==> src/rtl/spi_fifo_pkg.sv <==
package spi_fifo_pkg;
    localparam int CFG_W      = 7;
    localparam int CB_STOP    = 0;
    localparam int CB_TX_SGL  = 1;
    localparam int CB_RX_SGL  = 2;
    localparam int CB_TX_CLR  = 3;
    localparam int CB_RX_CLR  = 4;
    localparam int CB_DLY_LO  = 5;

    typedef struct packed {
        logic       stop;
        logic       tx_sgl;
        logic       rx_sgl;
        logic [1:0] dly_code;
        logic       ovf;
    } ctrl_t;

    // Reserved code 11 behaves as a two-cycle delay.
    function automatic logic [1:0] decode_delay(input logic [1:0] code);
        return (code == 2'b11) ? 2'd2 : code;
    endfunction
endpackage

==> src/rtl/spi_word_buf.sv <==
module spi_word_buf #(
    parameter int W     = 16,
    parameter int DEPTH = 4
) (
    input  logic         clk,
    input  logic         rst_n,
    input  logic         single,
    input  logic         flush,
    input  logic         push,
    input  logic [W-1:0] push_data,
    input  logic         pop,
    output logic [W-1:0] head,
    output logic         full,
    output logic         empty
);
    localparam int PW = (DEPTH > 1) ? $clog2(DEPTH) : 1;
    localparam int CW = $clog2(DEPTH + 1);

    typedef struct packed {
        logic [DEPTH-1:0][W-1:0] mem;
        logic [PW-1:0]           rp;
        logic [PW-1:0]           wp;
        logic [CW-1:0]           cnt;
    } buf_t;

    buf_t s_d, s_q;
    logic [CW-1:0] limit;
    logic do_push, do_pop;

    function automatic logic [PW-1:0] step(input logic [PW-1:0] p);
        return (p == PW'(DEPTH - 1)) ? '0 : p + 1'b1;
    endfunction

    assign limit   = single ? CW'(1) : CW'(DEPTH);
    assign full    = (s_q.cnt >= limit);
    assign empty   = (s_q.cnt == '0);
    assign head    = s_q.mem[s_q.rp];
    assign do_push = push && !full;
    assign do_pop  = pop && !empty;

    always_comb begin
        s_d = s_q;
        if (flush) begin
            s_d.rp  = '0;
            s_d.wp  = '0;
            s_d.cnt = '0;
        end else begin
            if (do_push) begin
                s_d.mem[s_q.wp] = push_data;
                s_d.wp          = step(s_q.wp);
            end
            if (do_pop) s_d.rp = step(s_q.rp);
            case ({do_push, do_pop})
                2'b10:   s_d.cnt = s_q.cnt + 1'b1;
                2'b01:   s_d.cnt = s_q.cnt - 1'b1;
                default: s_d.cnt = s_q.cnt;
            endcase
        end
    end

    always_ff @(posedge clk or negedge rst_n) begin
        if (!rst_n) s_q <= '0;
        else        s_q <= s_d;
    end

    // a write into a full buffer leaves the fill level alone
    a_r3_full_push_ignored: assert property (@(posedge clk) disable iff (!rst_n)
        (full && push && !pop && !flush) |=> (s_q.cnt == $past(s_q.cnt)));
    // a flush strobe leaves the buffer empty
    a_r9_flush_empties: assert property (@(posedge clk) disable iff (!rst_n)
        flush |=> empty);
endmodule

==> src/rtl/spi_shift_engine.sv <==
module spi_shift_engine #(
    parameter int W        = 16,
    parameter int HALF_DIV = 2
) (
    input  logic         clk,
    input  logic         rst_n,
    input  logic         stop,
    input  logic [1:0]   dly,
    input  logic         tx_avail,
    input  logic [W-1:0] tx_word,
    output logic         tx_pop,
    output logic         rx_push,
    output logic [W-1:0] rx_word,
    input  logic         sin,
    output logic         sck,
    output logic         sout,
    output logic         cs_n
);
    localparam int DW = (HALF_DIV > 1) ? $clog2(HALF_DIV) : 1;
    localparam int EW = $clog2(2 * W + 1);
    localparam int BW = $clog2(W + 1);

    typedef struct packed {
        logic          busy;
        logic          sck;
        logic          sout;
        logic          csn;
        logic [DW-1:0] div;
        logic [EW-1:0] edges;
        logic [W-1:0]  tsh;
        logic [W-1:0]  rsh;
        logic          pend;
        logic [1:0]    left;
        logic [BW-1:0] nbits;
    } eng_t;

    eng_t s_d, s_q;
    logic capture;

    always_comb begin
        s_d     = s_q;
        tx_pop  = 1'b0;
        capture = 1'b0;
        if (!s_q.busy) begin
            if (!stop && tx_avail) begin
                tx_pop      = 1'b1;
                s_d.busy    = 1'b1;
                s_d.csn     = 1'b0;
                s_d.div     = '0;
                s_d.edges   = '0;
                s_d.tsh     = tx_word;
                s_d.rsh     = '0;
                s_d.nbits   = '0;
                s_d.pend    = 1'b0;
            end
        end else begin
            if (s_q.pend) begin
                if (s_q.left == 2'd1) begin
                    capture  = 1'b1;
                    s_d.pend = 1'b0;
                end else begin
                    s_d.left = s_q.left - 1'b1;
                end
            end
            if (s_q.div == DW'(HALF_DIV - 1)) begin
                s_d.div = '0;
                if (s_q.edges == EW'(2 * W)) begin
                    s_d.busy = 1'b0;
                    s_d.csn  = 1'b1;
                    s_d.sout = 1'b0;
                end else begin
                    s_d.sck   = !s_q.sck;
                    s_d.edges = s_q.edges + 1'b1;
                    if (!s_q.sck) begin
                        s_d.sout = s_q.tsh[W-1];
                        s_d.tsh  = {s_q.tsh[W-2:0], 1'b0};
                        if (dly == 2'd0) begin
                            capture = 1'b1;
                        end else begin
                            s_d.pend = 1'b1;
                            s_d.left = dly;
                        end
                    end
                end
            end else begin
                s_d.div = s_q.div + 1'b1;
            end
        end
        if (capture) begin
            s_d.rsh   = {s_q.rsh[W-2:0], sin};
            s_d.nbits = s_q.nbits + 1'b1;
        end
    end

    assign rx_push = capture && (s_q.nbits == BW'(W - 1));
    assign rx_word = {s_q.rsh[W-2:0], sin};
    assign sck     = s_q.sck;
    assign sout    = s_q.sout;
    assign cs_n    = s_q.csn;

    always_ff @(posedge clk or negedge rst_n) begin
        if (!rst_n) begin
            s_q     <= '0;
            s_q.csn <= 1'b1;
        end else begin
            s_q <= s_d;
        end
    end

    // the serial clock rests low while the slave is deselected
    a_r4_sck_low_when_idle: assert property (@(posedge clk) disable iff (!rst_n)
        s_q.csn |-> !s_q.sck);
    // no frame begins while the stop bit is set
    a_r12_stop_blocks_start: assert property (@(posedge clk) disable iff (!rst_n)
        (stop && !s_q.busy) |=> !s_q.busy);
endmodule

==> src/rtl/spi_fifo_master.sv <==
module spi_fifo_master
    import spi_fifo_pkg::*;
#(
    parameter int DATA_W     = 16,
    parameter int FIFO_DEPTH = 4,
    parameter int HALF_DIV   = 2
) (
    input  logic              clk,
    input  logic              rst_n,
    input  logic              cfg_we,
    input  logic [CFG_W-1:0]  cfg_wdata,
    output logic [CFG_W-1:0]  cfg_rdata,
    input  logic              tx_we,
    input  logic [DATA_W-1:0] tx_wdata,
    output logic              tx_full,
    output logic              tx_empty,
    input  logic              rx_re,
    output logic [DATA_W-1:0] rx_rdata,
    output logic              rx_full,
    output logic              rx_empty,
    output logic              rx_ovf,
    output logic              sck,
    output logic              sout,
    output logic              cs_n,
    input  logic              sin
);
    ctrl_t c_d, c_q;
    logic tx_clr, rx_clr, tx_pop, rx_push;
    logic [DATA_W-1:0] tx_head, rx_word;

    assign tx_clr = cfg_we && cfg_wdata[CB_TX_CLR];
    assign rx_clr = cfg_we && cfg_wdata[CB_RX_CLR];

    always_comb begin
        c_d = c_q;
        if (cfg_we) begin
            c_d.stop     = cfg_wdata[CB_STOP];
            c_d.tx_sgl   = cfg_wdata[CB_TX_SGL];
            c_d.rx_sgl   = cfg_wdata[CB_RX_SGL];
            c_d.dly_code = cfg_wdata[CB_DLY_LO +: 2];
        end
        if (rx_push && rx_full) c_d.ovf = 1'b1;
        if (rx_clr)             c_d.ovf = 1'b0;
    end

    always_ff @(posedge clk or negedge rst_n) begin
        if (!rst_n) begin
            c_q      <= '0;
            c_q.stop <= 1'b1;
        end else begin
            c_q <= c_d;
        end
    end

    assign cfg_rdata = {c_q.dly_code, 2'b00, c_q.rx_sgl, c_q.tx_sgl, c_q.stop};
    assign rx_ovf    = c_q.ovf;

    spi_word_buf #(.W(DATA_W), .DEPTH(FIFO_DEPTH)) u_txq (
        .clk, .rst_n,
        .single(c_q.tx_sgl), .flush(tx_clr),
        .push(tx_we), .push_data(tx_wdata), .pop(tx_pop),
        .head(tx_head), .full(tx_full), .empty(tx_empty)
    );

    spi_word_buf #(.W(DATA_W), .DEPTH(FIFO_DEPTH)) u_rxq (
        .clk, .rst_n,
        .single(c_q.rx_sgl), .flush(rx_clr),
        .push(rx_push), .push_data(rx_word), .pop(rx_re),
        .head(rx_rdata), .full(rx_full), .empty(rx_empty)
    );

    spi_shift_engine #(.W(DATA_W), .HALF_DIV(HALF_DIV)) u_eng (
        .clk, .rst_n,
        .stop(c_q.stop), .dly(decode_delay(c_q.dly_code)),
        .tx_avail(!tx_empty), .tx_word(tx_head), .tx_pop,
        .rx_push, .rx_word, .sin, .sck, .sout, .cs_n
    );

    // the overflow flag holds until an rx flush
    a_r11_ovf_sticky: assert property (@(posedge clk) disable iff (!rst_n)
        (c_q.ovf && !rx_clr) |=> c_q.ovf);
    // flush strobes never appear in the readback
    a_r2_flush_bits_read_zero: assert property (@(posedge clk) disable iff (!rst_n)
        cfg_we |=> (cfg_rdata[CB_TX_CLR] == 1'b0 && cfg_rdata[CB_RX_CLR] == 1'b0));
endmodule

==> config.mk <==
export PLATFORM = sky130hd
export DESIGN_NAME = spi_fifo_master
export DESIGN_NICKNAME = d
export VERILOG_FILES = /design/src/rtl/spi_fifo_pkg.sv /design/src/rtl/spi_word_buf.sv /design/src/rtl/spi_shift_engine.sv /design/src/rtl/spi_fifo_master.sv
export SDC_FILE = /design/constraint.sdc
export NUM_CORES = 1
export LEC_CHECK = 0
export CORE_MARGIN = 2
export CORE_UTILIZATION = 55
export DETAILED_ROUTE_END_ITERATION = 8
export DONT_BUFFER_PORTS = 1
export HOLD_SLACK_MARGIN = 0.12
export PLACE_DENSITY = 0.68
export REMOVE_ABC_BUFFERS = 1
export SYNTH_ARGS = -nofsm -noshare
export SYNTH_HDL_FRONTEND = slang
export SYNTH_SLANG_ARGS = --single-unit
==> constraint.sdc <==
create_clock -name clk -period 3.2 [get_ports clk]
set_input_delay 0.64 -clock clk [delete_from_list [all_inputs] [get_ports clk]]
set_output_delay 0.64 -clock clk [all_outputs]
set_load 0.05 [all_outputs]
==> out/summary.txt, run 1 <==
outcome: complete, but fails checks
violations in the final reports: negative hold slack
number of unique standard cell types used by synthesis: 51
RR Endpoint: u_rxq.s_q[2]
area of the core: 0.01652 sq mm
DIE AREA: 0.01788 sq mm
source of the critical timing path: u_rxq.s_q[0]
antenna violations before repair: 0
data required time at the worst endpoint: 3520 ps
fin cells: 917
max-slew headroom at the worst pin: 35.32%
initial cell density of the core: 55.99%
TritonCTS clock tree: built
DRT antenna net count: 0
clock skew: 12.01 ps
Placed Instance Area: 0.009482 sq mm
max-cap violation count: 0
Post-synth EDFFs: 0
cell depth of the worst flop-to-flop path: 11
count of TritonRoute iterations in the first routing pass: 5
Chip Height: 133.7 um
worst-case clock buffer depth: 2
average detailed-routed wire length per instance: 18.33 um
io pins: 60
count of instances resized after the clock tree is built: 0
critical setup path kind: reg -> reg
placed cells: 885
synthesized flop and latch total: 198
dominant synthesized flop cell: dfrtp_1
number of pins with negative max-slew slack in the final report: 0
startpoint of the lowest-slack register-to-register path: u_rxq.s_q[0]
slack of the worst reg-to-reg path: 280 ps
Post-Syn Area: 0.009253 sq mm
Mean Syn Cell Area: 13.51 sq um
number of vias per cell: 5.758
cell leakage power: 0.004781 uW
number of DRC violations after detailed routing: 0
number of sinks driven by the clock tree: 198
layout cells sized above 1: 32.57%
grt ovf: 0
worst-margin pin slew: 962.8 ps
final worst slack: 277.9 ps
unrepaired setup endpoints after global routing: no
Yosys warning total: 0
worst min path class: in -> async
worst setup slack after placement: 305.5 ps
vias after detailed routing: 5280
top achievable clock speed: 342.2 MHz
synthesized instance count: 685
DIE WIDTH: 133.7 um
final critical-path required period: 2922 ps
pin count of the biggest net entering global routing: 199
final weighted congestion of routability-driven global placement: 0.7441
Worst Hold Margin: -93.18 ps
final design instance area without fill: 0.01007 sq mm
latest clock arrival within the worst-skew pair: 430 ps
iteration-0 DRC count of the detailed router: 320
num rows: 47
postcts setup bufs: 0
final critical-path share of the clock period: 91.31%
data arrival time of the critical path: 3240 ps
combined global-route utilization of all metal layers: 20.22%
Final Hold Viols: 196
CTS H-Tree Depth: 4
startpoint kind of the worst setup timing path: register
Final Setup Violations: 0
total inserted antenna cells: 0
Worst-path clk slew: 70 ps
sequential area share after synthesis: 53.58%
proportion of synthesized flip-flops having asynchronous set or reset: 100.0%
buffers added on ports: 0
power density over the cells: 782.6 mW/mm^2
dpl hpwl: 10710 um
overall routed net length: 16810 um
layout overhead on the synthesized area: 8.817%
biggest fanout along the worst timing path: 8
first-pass GRT wire length: 28230 um
number of buffers inserted during clock tree synthesis: 17
worst-case vdd ir drop: 0.4559 mV
Clock Root Buffer: clkbuf_16
Critical Path End Type: register
destination of the critical timing path: u_rxq.s_q[2]
# nets final: 735
via count of the first global-routing pass: 5469
fillers: 1288
registers in the layout, summed over array words and instances, names as in the netlist:
signal / flops
cfg_rdata: 5
rx_ovf: 1
u_eng.cs_n: 1
u_eng.rx_word: 15
u_eng.s_q: 32
u_eng.sck: 1
u_eng.sout: 1
u_rxq.s_q: 71
u_txq.s_q: 71
through the flow:
| stage | power, uW | setup TNS [ps] | utilization (%) |
|---|---|---|---|
| final | 7879 | 0 | 60.93 |
| after global routing | 8360 | 0 | 60.93 |
| after CTS | 7960 | 0 | 60.93 |
| after detailed placement | 5824 | 0 | 57.38 |
| after global placement | 5666 | 0 | 57.38 |
| after floorplan | 5233 | -3049 | - |
synthesized netlist by cell type (2+ instances only):
| cell | count | area (sq um) |
|---|---|---|
| mux4_2 | 32 | 720.7 |
| mux2_2 | 104 | 1171 |
| dfrtp_1 | 196 | 4905 |
| mux2i_1 | 23 | 230.2 |
| buf_6 | 3 | 33.78 |
| or3_1 | 2 | 12.51 |
| a211o_1 | 3 | 26.28 |
| nand2_1 | 65 | 244.0 |
| dfstp_2 | 2 | 52.55 |
| nand3_4 | 3 | 52.55 |
| nor2_1 | 25 | 93.84 |
| nand3_2 | 2 | 20.02 |
| and2_1 | 2 | 12.51 |
| and3_1 | 3 | 18.77 |
| o31ai_1 | 2 | 15.01 |
| a21o_1 | 4 | 30.03 |
| mux2_4 | 30 | 450.4 |
| buf_4 | 5 | 37.54 |
| a22o_1 | 2 | 17.52 |
| clkbuf_1 | 19 | 71.32 |
| nand4_1 | 2 | 12.51 |
| buf_1 | 4 | 15.01 |
| xnor2_1 | 5 | 43.79 |
| or3b_1 | 2 | 17.52 |
| nor3_1 | 10 | 50.05 |
| fa_1 | 2 | 40.04 |
| xor2_1 | 2 | 17.52 |
| buf_2 | 9 | 45.04 |
| ha_1 | 20 | 250.2 |
| o21ai_0 | 42 | 210.2 |
| nand3_1 | 12 | 60.06 |
| inv_1 | 19 | 71.32 |
| a21oi_1 | 11 | 55.05 |
routing by layer:
metal / part of all wire (%) / track usage (%) / vias to the layer above
met5: 0 / 0 / -
met4: 1.1 / 5.556 / 0
met3: 3.1 / 5.251 / 14
met1: 44 / 25.95 / 2766
li1: - / - / 2438
met2: 52 / 34.27 / 62
where the power goes:
part           switching, uW  leakage [uW]  internal [uW]
combinational           1030       0.00190           1010
clock                    943      0.000277           1180
sequential               552       0.00260           3160
critical path: stages (launching register included):
cell and delay (ps):
dfrtp_1 440, inv_1 90, ha_1 290, or3b_1 370, a211o_1 360, a21oi_4 240, nor2_1 110, fa_1 430
inv_1 90, or3_1 110, mux2i_1 60, a211o_1 220
logic make-up after synthesis:
kind of cell	after synthesis	synth area share, %
DFF	198	53.58
adders and majority gates	22	3.137
other	1	0.04053
muxes	189	27.80
AOI/OAI and AO/OA	74	4.814
xor gates and xnor gates	7	0.6626
buffers and inverters	59	2.961
and+or+nand+nor	135	7.005
layout make-up:
type / count / area (sq um) / share of cell area, %
Inverter: 19 / 71.32 / 0.7083
Sequential cell: 198 / 4957 / 49.24
Multi-Input combinational cell: 429 / 4035 / 40.08
Timing Repair Buffer: 19 / 142.6 / 1.417
Clock buffer: 19 / 442.9 / 4.399
Tap cell: 220 / 275.3 / 2.734
Clock inverter: 13 / 143.9 / 1.429
cell usage in the layout, fill, tap and decap left out, types with 3 or more instances in the layout:
cell and count:
ha_1 20, clkbuf_16 17, inv_1 19, a21o_1 4
clkinvlp_4 4, dfrtp_1 196, nand2_1 65, mux2_2 104
buf_4 19, nand3_1 12, nand3_4 3, o21ai_0 42
and3_1 3, a211o_1 3, xnor2_1 5, nor3_1 8
mux4_2 32, nor2_1 25, inv_6 5, mux2i_1 23
mux2_4 30, a21oi_1 11
worst min-delay path by stage:
stage / end / from / cells past startpoint
floorplan: cfg_rdata[1] / rst_n / 0
global placement: u_rxq.s_q[7] / rst_n / 0
detailed placement: u_rxq.s_q[39] / rst_n / 0
CTS: u_rxq.s_q[39] / rst_n / 0
global route: u_rxq.s_q[39] / rst_n / 0
finish: u_rxq.s_q[39] / rst_n / 0
Power figures use the tool's default switching activity.
==> run 2: changes to the inputs <==
--- a/config.mk
+++ b/config.mk
@@ -5,7 +5,8 @@
 export SDC_FILE = /design/constraint.sdc
 export NUM_CORES = 1
 export LEC_CHECK = 0
-export CORE_MARGIN = 2
+export CORE_ASPECT_RATIO = 1.1
+export CORE_MARGIN = 5
 export CORE_UTILIZATION = 55
 export DETAILED_ROUTE_END_ITERATION = 8
 export DONT_BUFFER_PORTS = 1
==> run 2 against run 1 <==
The flow still finishes with violations (negative hold slack). Count of clock-buffer cells in the layout decreased by 1. Sequential share of layout area hardly changed. Clock power up 2%. Maximum frequency is 1.5% higher. Register-to-register slack improved by 40 ps. Largest cell class unchanged. Global-route usage shrank 1.4 points. Critical path type unchanged. Die area increased by 9.2%. Design area barely moved.
==> out/summary.txt, run 2 (synthesis results as in run 1) <==
Chip Height: 146.0 um
fillers: 1290
Total Negative Setup Slacks: 0 ps
initial cell density of the core: 56.31%
io pins: 60
worst-case vdd ir drop: 0.4770 mV
num rows: 49
violations in the final reports: negative hold slack
Worst Hold Margin: -100.7 ps
slack of the worst reg-to-reg path: 320 ps
biggest regs: u_rxq.s_q: 71 flops, u_txq.s_q: 71 flops, u_eng.s_q: 32 flops
DIE WIDTH: 133.7 um
number of pins with negative max-slew slack in the final report: 0
final weighted congestion of routability-driven global placement: 0.7661
outcome: complete, but fails checks
unrepaired setup endpoints after global routing: no
number of vias per cell: 5.847
cell depth of the worst flop-to-flop path: 6
# nets final: 734
final critical-path required period: 2879 ps
buffers added on ports: 0
cell leakage power: 0.004792 uW
number of buffers inserted during clock tree synthesis: 17
antenna violations before repair: 0
data required time at the worst endpoint: 3520 ps
dpl hpwl: 11000 um
pin count of the biggest net entering global routing: 199
area of the core: 0.01643 sq mm
postcts setup bufs: 0
startpoint kind of the worst setup timing path: register
combined global-route utilization of all metal layers: 18.81%
Final Hold Viols: 90
max-cap violation count: 0
layout cells sized above 1: 32.61%
worst setup slack after placement: 306.0 ps
vias after detailed routing: 5262
total inserted antenna cells: 0
Critical Path End Type: register
critical setup path kind: reg -> reg
average detailed-routed wire length per instance: 19.29 um
top achievable clock speed: 347.4 MHz
biggest fanout along the worst timing path: 16
TritonCTS clock tree: built
Final Setup Violations: 0
CTS H-Tree Depth: 4
via count of the first global-routing pass: 5715
Placed Instance Area: 0.009467 sq mm
area used by multi-input combinational logic: 0.004035 sq mm
power density over the cells: 787.6 mW/mm^2
worst-case clock buffer depth: 2
number of DRC violations after detailed routing: 0
most common cell after layout, fill and taps aside: dfrtp_1
final critical-path share of the clock period: 89.96%
worst min path class: in -> async
Worst-path clk slew: 70 ps
data arrival time of the critical path: 3200 ps
grt ovf: 0
sequential cell area in the final layout: 0.004957 sq mm
final design instance area without fill: 0.01007 sq mm
Clock Root Buffer: clkbuf_16
layout overhead on the synthesized area: 8.844%
DRT antenna net count: 0
first-pass GRT wire length: 29470 um
final worst slack: 321.3 ps
DIE AREA: 0.01952 sq mm
max-slew headroom at the worst pin: 35.60%
iteration-0 DRC count of the detailed router: 287
count of TritonRoute iterations in the first routing pass: 5
worst-margin pin slew: 965.9 ps
clock skew: 6.836 ps
latest clock arrival within the worst-skew pair: 430 ps
count of instances resized after the clock tree is built: 0
number of sinks driven by the clock tree: 198
overall routed net length: 17360 um
most frequent cells in the layout: dfrtp_1 (196), mux2_2 (104), nand2_1 (65)
## run 2: cell type report
class                   count  share of cell area, %
flip-flops and latches    198                  49.22
clock buffers              18                  4.361
repair buffers             18                  1.466
clock inverters            14                  1.640
multi-input cells         429                  40.07
inverters                  19                 0.7082
well taps                 204                  2.534
## run 2: power by group
| part | leakage, uW | switching (uW) | internal, uW |
|---|---|---|---|
| clock network | 0.000290 | 979 | 1190 |
| logic | 0.00190 | 1040 | 1000 |
| registers | 0.00260 | 557 | 3160 |
## run 2: per-stage QoR
stage	power, uW	util [%]	cells
3_3_place_gp	5662	57.62	868
6_report	7932	61.29	900
3_5_place_dp	5821	57.62	868
2_1_floorplan	5233	-	646
4_1_cts	8022	61.29	900
5_1_grt	8414	61.29	900
## run 2: critical path, stage by stage, from the launching register on
cell	delay (ps)
dfrtp_1	680
ha_1	330
or3b_1	390
a211oi_2	260
buf_4	210
nand3_2	430
mux2_2	450
## run 2: routing by layer
metal  vias to the layer above  global-route usage, %  wire, um
li1                       2433                      -         -
met1                      2740                  22.42      7148
met2                        68                  34.20      9475
met3                        21                  3.854       500
met4                         0                  5.864       236
met5                         -                      0         0
## run 2: final timing paths
path | startpoint | to
worst max-delay path | cfg_rdata[1] | u_txq.s_q[54]
worst min-delay path | rst_n | u_rxq.s_q[56]
worst max register to register | cfg_rdata[1] | u_txq.s_q[54]
worst min register to register | u_eng.s_q[30] | u_eng.s_q[30]
max in group asynchronous | rst_n | u_eng.s_q[43]
min in group clk | sin | u_eng.rx_word[1]
